**config.mk**
```make
export PLATFORM = sky130hd
export DESIGN_NAME = cpu_clkgen
export DESIGN_NICKNAME = d
export VERILOG_FILES = /design/src/rtl/clkgen_pkg.sv /design/src/rtl/cg_ctrl_reg.sv /design/src/rtl/cg_divider.sv /design/src/rtl/cpu_clkgen.sv
export SDC_FILE = /design/constraint.sdc
export NUM_CORES = 1
export LEC_CHECK = 0
export ABC_CLOCK_PERIOD_IN_PS = 1900
export BUFFER_PORTS_ARGS = -buffer_cell sky130_fd_sc_hd__buf_2
export CORE_AREA = 2 2 58 60
export DETAILED_ROUTE_END_ITERATION = 12
export DIE_AREA = 0 0 60 62
export SLEW_MARGIN = 20
export SYNTH_ARGS = -nofsm -noshare
export SYNTH_HDL_FRONTEND = slang
export SYNTH_HIERARCHICAL = 1
export SYNTH_SLANG_ARGS = --single-unit
```
**constraint.sdc**
```tcl
create_clock -name clk -period 1.9 [get_ports clk]
set_clock_uncertainty 0.15 [all_clocks]
set_input_delay 0.38 -clock clk [delete_from_list [all_inputs] [get_ports clk]]
set_output_delay 0.38 -clock clk [all_outputs]
set_load 0.02 [all_outputs]
```
**src/rtl/clkgen_pkg.sv**
```systemverilog
package clkgen_pkg;

    localparam int CNT_W   = 6;
    localparam int SUB_DIV = 4;

    typedef enum logic [1:0] {
        PM_RUN  = 2'b00,
        PM_HALT = 2'b01,
        PM_STOP = 2'b10,
        PM_BAD  = 2'b11
    } pmode_t;

    typedef enum logic [1:0] {
        DV_64 = 2'b00,
        DV_16 = 2'b01,
        DV_8  = 2'b10,
        DV_4  = 2'b11
    } dsel_t;

    typedef struct packed {
        pmode_t mode;
        dsel_t  dsel;
    } ctrl_t;

    typedef struct packed {
        logic  sub;
        dsel_t dsel;
    } clkcfg_t;

    // Terminal count (period minus one) for an applied configuration.
    function automatic logic [CNT_W-1:0] period_m1(clkcfg_t c);
        logic [CNT_W-1:0] r;
        if (c.sub) begin
            r = CNT_W'(SUB_DIV - 1);
        end else begin
            case (c.dsel)
                DV_64:   r = CNT_W'(63);
                DV_16:   r = CNT_W'(15);
                DV_8:    r = CNT_W'(7);
                default: r = CNT_W'(3);
            endcase
        end
        return r;
    endfunction

    function automatic logic div_illegal(logic [1:0] code, logic fast);
        return fast && (code == 2'b11);
    endfunction

    function automatic logic mode_illegal(logic [1:0] code);
        return code == 2'b11;
    endfunction

endpackage

```
**src/rtl/cg_ctrl_reg.sv**
```systemverilog
module cg_ctrl_reg
    import clkgen_pkg::*;
#(
    parameter int              ADDR_W    = 12,
    parameter logic [ADDR_W-1:0] CTRL_ADDR = 12'hFB3
) (
    input  logic              clk,
    input  logic              rst,
    input  logic              wr_en,
    input  logic [ADDR_W-1:0] wr_addr,
    input  logic [3:0]        wr_data,
    input  logic              fast_range,
    input  logic              wake,
    output ctrl_t             ctrl,
    output logic              err
);

    logic  hit;
    logic  bad;
    ctrl_t nxt;

    assign hit = wr_en && (wr_addr == CTRL_ADDR);

    always_comb begin
        nxt = ctrl;
        bad = 1'b0;
        if (hit) begin
            if (mode_illegal(wr_data[3:2])) begin
                bad = 1'b1;
            end else begin
                nxt.mode = pmode_t'(wr_data[3:2]);
            end
            if (div_illegal(wr_data[1:0], fast_range)) begin
                bad = 1'b1;
            end else begin
                nxt.dsel = dsel_t'(wr_data[1:0]);
            end
        end
        if (wake) begin
            nxt.mode = PM_RUN;
        end
    end

    always_ff @(posedge clk) begin
        if (rst) begin
            ctrl <= '{mode: PM_RUN, dsel: DV_64};
            err  <= 1'b0;
        end else begin
            ctrl <= nxt;
            if (bad) begin
                err <= 1'b1;
            end
        end
    end

endmodule

```
**src/rtl/cg_divider.sv**
```systemverilog
module cg_divider
    import clkgen_pkg::*;
(
    input  logic  clk,
    input  logic  rst,
    input  logic  main_tick,
    input  logic  sub_tick,
    input  logic  sys_sel,
    input  ctrl_t ctrl,
    output logic  cpu_en
);

    clkcfg_t          cur;
    logic [CNT_W-1:0] cnt;
    logic             tick;
    logic             run;
    logic             last;
    logic             bnd;

    assign tick = cur.sub ? sub_tick : main_tick;
    assign run  = (ctrl.mode != PM_STOP);
    assign last = (cnt == period_m1(cur));
    assign bnd  = run && tick && last;

    always_ff @(posedge clk) begin
        if (rst) begin
            cur    <= '{sub: 1'b0, dsel: DV_64};
            cnt    <= '0;
            cpu_en <= 1'b0;
        end else begin
            cpu_en <= bnd && (ctrl.mode == PM_RUN);
            if (run && tick) begin
                if (last) begin
                    cnt <= '0;
                    cur <= '{sub: sys_sel, dsel: ctrl.dsel};
                end else begin
                    cnt <= cnt + 1'b1;
                end
            end
        end
    end

endmodule

```
**src/rtl/cpu_clkgen.sv**
```systemverilog
module cpu_clkgen
    import clkgen_pkg::*;
#(
    parameter int                ADDR_W    = 12,
    parameter logic [ADDR_W-1:0] CTRL_ADDR = 12'hFB3
) (
    input  logic              clk,
    input  logic              rst,
    input  logic              wr_en,
    input  logic [ADDR_W-1:0] wr_addr,
    input  logic [3:0]        wr_data,
    input  logic              main_tick,
    input  logic              sub_tick,
    input  logic              sys_sel,
    input  logic              fast_range,
    input  logic              wake,
    output logic              cpu_en,
    output logic [3:0]        ctrl_q,
    output logic              cfg_err
);

    ctrl_t ctrl;

    cg_ctrl_reg #(
        .ADDR_W    (ADDR_W),
        .CTRL_ADDR (CTRL_ADDR)
    ) u_reg (
        .clk        (clk),
        .rst        (rst),
        .wr_en      (wr_en),
        .wr_addr    (wr_addr),
        .wr_data    (wr_data),
        .fast_range (fast_range),
        .wake       (wake),
        .ctrl       (ctrl),
        .err        (cfg_err)
    );

    cg_divider u_div (
        .clk       (clk),
        .rst       (rst),
        .main_tick (main_tick),
        .sub_tick  (sub_tick),
        .sys_sel   (sys_sel),
        .ctrl      (ctrl),
        .cpu_en    (cpu_en)
    );

    assign ctrl_q = ctrl;

endmodule

```
* Yosys cells after proc, flatten, opt, wreduce, memory -nomap -nowiden
Index checks and enable logic that the tools add are counted.
** Storage, ports and cells
- Bits of input ports :: 24
- Output and inout bits :: 6
- Bits in registers :: 15
** Operators by class
- Bitwise gates (word level) :: 2
- Eq/ne operators :: 7
- $add $sub $neg :: 1
- Reduce and logical (&&, ||, !) cells :: 11
- Multiplexer cells :: 7
** Operators with widths (number)
- 6-bit case mux with 3 select lines :: 1
- 12-bit equality test (second input constant) :: 1
- 6-bit 2-to-1 mux :: 2
- 6-bit by 1-bit adder with 6-bit output (second input constant) :: 1
- 2-bit equality test (second input constant) :: 3
- 6-bit equality test :: 1
- 2-bit AND reduction :: 3
- 1-bit logical AND :: 5
- 2-bit zero test :: 2
- 1-bit 2-to-1 mux :: 4
- 2-bit by 1-bit equality test with 1-bit output (second input constant) :: 1
- 2-bit != test (second input constant) :: 1
- 1-bit NOT :: 2
- 2-bit OR reduction :: 1

* Depth between registers and ports, before layout
Gate-level depths: netlist (run 1).
- Depth in word-level cells :: 6
- Mapped depth :: 6
- Mapped depth without buffers :: 4

* Cells and area by module
The synthesis (run 1) kept the hierarchy.
** Modules (own cells, without submodules)
- cg_divider :: area each 555.5 um2, cells an instance 57, sequential area each 200.2 um2, instances 1
- cg_ctrl_reg :: area each 240.2 um2, cells an instance 27, sequential area each 100.1 um2, instances 1

* Worst setup path before layout (run 1)
OpenSTA, ideal clock, no wires.
- Path type :: input to register
- Start :: in wr_addr[3]
- End :: reg u_reg/ctrl[0] (netlist name)
- Buffers on the path :: 1
- Data required time :: 1664 ps
- Data arrival time :: 1556 ps
- Setup slack :: 109 ps
- Setup time :: 86 ps
- Stages on the path :: 5
- Cell sequence :: or2_0 > or4_1 > buf_2 > nand2b_4 > a211oi_1
** Between the ends
- Longest elaborated chain between the ends :: 3
** Ends and longest elaborated chain
- start, declared :: RTL line cpu_clkgen.sv:10 : input logic [ADDR_W-1:0] wr_addr,
- 12-bit equality test :: RTL line cg_ctrl_reg.sv:22 : assign hit = wr_en && (wr_addr == CTRL_ADDR);
- 1-bit logical AND :: RTL line cg_ctrl_reg.sv:22
- 2-bit AND reduction (no line)
Every way passes these cells.
A chain may end at the register's enable or synchronous reset.

* Worst setup path in the final report (run 1)
- Start :: reg u_div/cur[1] (netlist bit)
- End :: reg u_div/cur[0] (netlist bit)
** Between the ends
- Longest elaborated chain between the ends :: 5
- Elaborated cells between the ends (all ways) :: 7
** Ends and longest elaborated chain
- start, declared :: RTL line cg_divider.sv:13 : clkcfg_t cur;
- start signal, assigned :: RTL line cg_divider.sv:27 : cur <= '{sub: 1'b0, dsel: DV_64};
- start signal, assigned :: RTL line cg_divider.sv:35 : cur <= '{sub: sys_sel, dsel: ctrl.dsel};
- 2-bit equality test (tied with other cells) :: RTL line clkgen_pkg.sv:36 : case (c.dsel)
- 6-bit case mux with 3 select lines (*) :: RTL line clkgen_pkg.sv:36
- 6-bit 2-to-1 mux (*) :: RTL line clkgen_pkg.sv:33 : if (c.sub) begin
- 6-bit equality test (*) :: RTL line cg_divider.sv:22 : assign last = (cnt == period_m1(cur));
- 2-bit AND reduction (no line) (*)
Mark *: on every way between the ends. The rest lies on a longest branch, timed or not.

==> results_dict.tcl, run 1 <==
set metrics [dict create \
    holdPathStages 3 \
    port_buffers 29 \
    post-route-period-util_pct 92.5 \
    yosys.area.top_type "dfxtp_1" \
    cts.htree.levels 1 \
    finish.instance_area_um2 1050 \
    area_growth_pct 31.4 \
    post-place-ws_ns -0.0469 \
    cpLargestDelayFamily "simple AND/OR/NAND/NOR gates" \
    rsz0062_at_grt "no" \
    end_kind "register" \
    synth_cell_type_count 35 \
    hold_path_startpoint "sys_sel" \
    die_h_um 62 \
    dpl.hpwl_mm 1.31 \
    yosysMostFrequentCell "dfxtp_1" \
    n_antenna_cell 0 \
    antenna_left 0 \
    antenna_found_initial 0 \
    worst_slew_pin_slew_ns 0.355 \
    clk_pin_slew_ns 0.09 \
    ir_drop_mv 0.244 \
    fillers 333 \
    finalSetupTns_ns 0 \
    cp_num_buf_inv 1 \
    outcome "finished, final reports clean" \
    clock.fmax_mhz 569 \
    final_cells 165 \
    arrival_ns 1.82 \
    ff2ff_setup_slack_ns 0.14 \
    cp_slowest_stage_delay_ns 0.45 \
    hold_class "in -> reg" \
    core_area_um2 3180 \
    grt_max_degree 18 \
    r2r_cells 5 \
    place_area_um2 1020 \
    initial_core_util_pct 25.0 \
    ios 30 \
    rows 21 \
    hold_slack_ns 0.212 \
    gp_congestion 0.797 \
    slew_headroom_pct 76.0 \
    crit_type "reg -> reg" \
    synth-seq-area-share_pct 37.7 \
    netlist_top_cells_count "dfxtp_1 (15), nand2b_1 (7), nor3_1 (7)" \
    netlist_instances 84 \
    cp_max_fo 6 \
    synth_top_area_share_pct 37.7 \
    cts_buffers 3 \
    via_per_inst 4.31 \
    hold_viol_final 0 \
    grt_usage_pct 9.13 \
    drt_wl_total_mm 1.61 \
    min_to "u_div/cur[2]" \
    first_pass_iters 3 \
    maxSlewViolCount 0 \
    cts_tree "yes" \
    root_buffer "clkbuf_4" \
    regToRegEndpoint "u_div/cur[0]" \
    cp_cell_sequence "or4b_1 -> o211ai_1 -> o211a_1 -> buf_4 -> mux2i_1" \
    slowest_stage "or4b_1" \
    setup_viol 0 \
    postCtsHoldBufs 0 \
    drive_gt1_share_pct 34.5 \
    die_x_um 60 \
    synth_nets 109 \
    ys_top_cells_by_area "dfxtp_1 (38%), mux2i_1 (6.3%), nand2b_1 (5.5%)" \
    nNetsFinal 145 \
    grt_pass1_wl_mm 2.57 \
    p_total_uw 557 \
    clock_path_buffers 2 \
    synthFlopType "dfxtp_1" \
    synth_enable_flop_cells 0 \
    cts_resized 0 \
    via_count 711 \
    postSynthRegisterBits 15 \
    timing.rr.start "u_div/cur[1]" \
    required_ns 1.96 \
    p_leak_nw 0.438 \
    die_area_um2 3720 \
    postCtsSetupRepairBufs 0 \
    syn_avg_cell_area_um2 9.47 \
    drcViolationCount 0 \
    ys_async_sr_fraction_pct 0 \
    syn_area_um2 796 \
    layout_min_cycle_time_ns 1.76 \
    worst_slack_ns 0.142 \
    clock-sinks 15 \
    gr-total-overflow 0 \
    clk_latency_ns 0.27 \
    crit_path_start_kind "register" \
    drv_cap 0 \
    grt_pass1_vias 641 \
    wl_per_cell_um 9.73 \
    utilization_pct 32.9 \
    ys_warn_count 6 \
    drtIter0Drc 11 \
    pwr_density_cell_nw_per_um2 532 \
    place_inst 161 \
]
-- where the power goes --
group / internal (mW) / switching (mW) / leakage [nW] / total [mW]
clock network: 0.0813 / 0.0996 / 0.0150 / 0.181
logic: 0.0303 / 0.0220 / 0.302 / 0.0523
registers: 0.319 / 0.00450 / 0.121 / 0.323
-- worst reg2reg max path: cells and delay by family, from the launching register on --
kind            cells  cell delay [ns]
simple gates        1             0.45
flops               1             0.43
buf+inv             1             0.16
mux                 1             0.18
compound gates      2             0.33
-- area by class of cell --
| type | instances | area [µm²] | share of cell area [%] |
|---|---|---|---|
| Sequential cell | 15 | 300 | 28.7 |
| Clock buffer | 4 | 26.3 | 2.51 |
| Multi-Input combinational cell | 62 | 460 | 44.0 |
| Inverter | 3 | 11.3 | 1.08 |
| Timing Repair Buffer | 35 | 190 | 18.2 |
| Tap cell | 46 | 57.6 | 5.50 |
-- logic make-up (layout without fill, tap and decap cells) --
| group | count (synthesis) | in the layout | share of synthesized area (%) |
|---|---|---|---|
| buf+inv | 7 | 42 | 4.40 |
| simple gates | 41 | 41 | 33.6 |
| fa+ha+maj | 1 | 1 | 1.57 |
| mux | 5 | 5 | 6.29 |
| xor+xnor | 5 | 5 | 5.50 |
| compound gates | 10 | 10 | 10.8 |
| flops | 15 | 15 | 37.7 |
-- worst max path at each step --
stage,from,endpoint,depth (start not counted)
after floorplan,wr_addr[3],u_reg/ctrl[0],5
after global placement,wr_addr[3],u_reg/ctrl[0],5
after detailed placement,wr_addr[3],u_reg/err,6
after CTS,u_div/cur[1],u_div/cur[0],5
after global routing,u_div/cur[1],u_div/cur[0],5
final,u_div/cur[1],u_div/cur[0],5
-- per-layer routing --
metal / up-vias / routed length [µm] / global-route usage (%)
met1: 310 / 742 / 10.6
met2: 27 / 747 / 16.0
met4: 0 / 6 / 3.81
li1: 372 / - / -
met5: - / 0 / 0
met3: 2 / 110 / 2.28
-- placed cells by master (no fill, tap or decap), drive strengths merged, types with 2 or more instances in the layout --
master and count:
xnor2 5, inv 3, dfxtp 15, o221a 2, mux2i 5, buf 35
nand2b 8, nor3 7, nor2 6, nor4b 3, nand3 3, a211oi 2
nand2 4, clkbuf 4
-- flip-flops by register name, summed over array words and instances (netlist names) --
| register | count |
|---|---|
| u_div/cnt | 6 |
| u_div/cpu_en | 1 |
| u_div/cur | 3 |
| u_reg/ctrl | 4 |
| u_reg/err | 1 |
(Power assumes the default switching activity.)
==> run 2: changes to the inputs <==
--- a/config.mk
+++ b/config.mk
@@ -6,10 +6,11 @@
 export NUM_CORES = 1
 export LEC_CHECK = 0
 export ABC_CLOCK_PERIOD_IN_PS = 1900
-export BUFFER_PORTS_ARGS = -buffer_cell sky130_fd_sc_hd__buf_2
 export CORE_AREA = 2 2 58 60
+export CTS_CLUSTER_DIAMETER = 100
 export DETAILED_ROUTE_END_ITERATION = 12
 export DIE_AREA = 0 0 60 62
+export DONT_BUFFER_PORTS = 1
 export SLEW_MARGIN = 20
 export SYNTH_ARGS = -nofsm -noshare
 export SYNTH_HDL_FRONTEND = slang
==> results_dict.tcl, run 2 (synthesized netlist as in run 1, its figures left out) <==
set metrics [dict create \
    outcome "finished, final reports clean" \
    fillers 340 \
    maxSlewViolCount 0 \
    ff2ff_setup_slack_ns 0.20 \
    largest-register "u_div/cnt" \
    hold_class "in -> reg" \
    final_cells 138 \
    drv_cap 0 \
    crit_type "reg -> reg" \
    timing.rr.start "u_div/cur[2]" \
    worst_slew_pin_slew_ns 0.344 \
    die_h_um 62 \
    required_ns 1.95 \
    slowest_stage "or4b_1" \
    setup_viol 0 \
    largest_register_ffs 6 \
    post-route-period-util_pct 89.4 \
    clock_path_buffers 2 \
    n_antenna_cell 0 \
    p_leak_nw 0.325 \
    arrival_ns 1.75 \
    reg_top3 "u_div/cnt: 6 flops, u_reg/ctrl: 4 flops, u_div/cur: 3 flops" \
    grt_pass1_wl_mm 2.40 \
    clock-sinks 15 \
    final_common_cell "dfxtp_1" \
    p_int_uw 416 \
    root_buffer "clkbuf_4" \
    gp_congestion 0.838 \
    switching_share_pct 21.4 \
    rsz0062_at_grt "no" \
    rows 21 \
    cts_tree "yes" \
    place_inst 132 \
    drtIter0Drc 15 \
    holdPathStages 1 \
    slew_headroom_pct 76.7 \
    p_seq_share_pct 61.0 \
    clockPowerShare_pct 33.8 \
    p_total_uw 530 \
    layout_min_cycle_time_ns 1.70 \
    clk_latency_ns 0.28 \
    ir_drop_mv 0.247 \
    postCtsSetupRepairBufs 0 \
    initial_core_util_pct 25.0 \
    end_kind "register" \
    crit_path_start_kind "register" \
    drt_wl_total_mm 1.56 \
    utilization_pct 29.1 \
    antenna_left 0 \
    ios 30 \
    via_count 641 \
    regToRegEndpoint "u_div/cpu_en" \
    grt_usage_pct 8.49 \
    hold_path_startpoint "rst" \
    nNetsFinal 118 \
    p_sw_uw 114 \
    via_per_inst 4.64 \
    grt_max_degree 17 \
    finalSetupTns_ns 0 \
    gr-total-overflow 0 \
    clk_pin_slew_ns 0.09 \
    pwr_density_cell_nw_per_um2 573 \
    cpLargestDelayFamily "simple AND/OR/NAND/NOR gates" \
    drive_gt1_share_pct 14.1 \
    cts.htree.levels 1 \
    cp_cell_sequence "or4b_1 -> o211ai_1 -> o211a_1 -> buf_4 -> nor4b_4" \
    cts_buffers 3 \
    pwr-share-comb_pct 5.2 \
    final_cell_mix "dfxtp_1 (15), nand2b_1 (7), nor3_1 (7), buf_4 (6), nor2_1 (6)" \
    min_to "u_reg/ctrl[1]" \
    antenna_found_initial 0 \
    place_area_um2 875 \
    area_growth_pct 16.2 \
    cp_slowest_stage_delay_ns 0.49 \
    grt_pass1_vias 594 \
    cp_num_buf_inv 1 \
    hold_viol_final 0 \
    dpl.hpwl_mm 1.20 \
    port_buffers 0 \
    die_x_um 60 \
    first_pass_iters 3 \
    wl_per_cell_um 11.3 \
    die_area_um2 3720 \
    clock.fmax_mhz 588 \
    cp_max_fo 7 \
    drcViolationCount 0 \
    r2r_cells 5 \
    core_area_um2 3180 \
    finish.instance_area_um2 925 \
]
[run 2: cell types whose count changed in the layout (fill, tap and decap cells not counted)]
cell,change
dlygate4sd3_1,+2
mux2i_2,+1
mux2i_1,-1
buf_2,-29
[run 2: worst max path at each step]
stage / start / endpoint / slack, ns / depth (start not counted)
detailed placement: wr_addr[3] / u_reg/ctrl[1] / 0.05 / 4
floorplan: wr_addr[3] / u_reg/ctrl[0] / 0.11 / 5
finish: u_div/cur[2] / u_div/cpu_en / 0.20 / 5
global placement: wr_addr[3] / u_reg/ctrl[1] / 0.1 / 4
CTS: u_div/cur[2] / u_div/cnt[2] / 0.11 / 5
global route: u_div/cur[2] / u_div/cnt[5] / 0.05 / 5
[run 2: area by class of cell]
class,count,area [µm²],share of cell area [%]
clock buffers,4,26.3,2.84
inverters,3,11.3,1.22
multi-input cells,62,464,50.2
flip-flops and latches,15,300,32.5
well taps,46,57.6,6.22
repair buffers,8,65.1,7.04
[run 2: metal layers]
metal / GRT usage, % / share of wire (%)
met3: 1.45 / 7.3
met5: 0 / 0
met2: 15.1 / 50
met1: 10.1 / 43
met4: 3.81 / 0
[run 2: per-stage QoR]
stage,hold WS (ns),worst slack [ns]
global placement,0.305,0.0960
CTS,0.00237,0.115
floorplan,0.303,0.109
finish,0.0149,0.201
detailed placement,0.307,0.0542
global route,0.000161,0.0516
[run 2: timing repair]
| item | in CTS | in global routing |
|---|---|---|
| gates resized for setup | 0 | 1 |
| endpoints found under the hold margin | 2 | 1 |
| setup endpoints to repair | 0 | 1 |
| hold buffers | 1 | 1 |
[run 2: power groups by stage]
stage	logic, mW	registers [mW]	clock network (mW)
2_1_floorplan	0.0235	0.329	0
3_3_place_gp	0.0218	0.330	0
3_5_place_dp	0.0228	0.331	0
4_1_cts	0.0258	0.323	0.189
5_1_grt	0.0308	0.324	0.199
6_report	0.0275	0.323	0.179
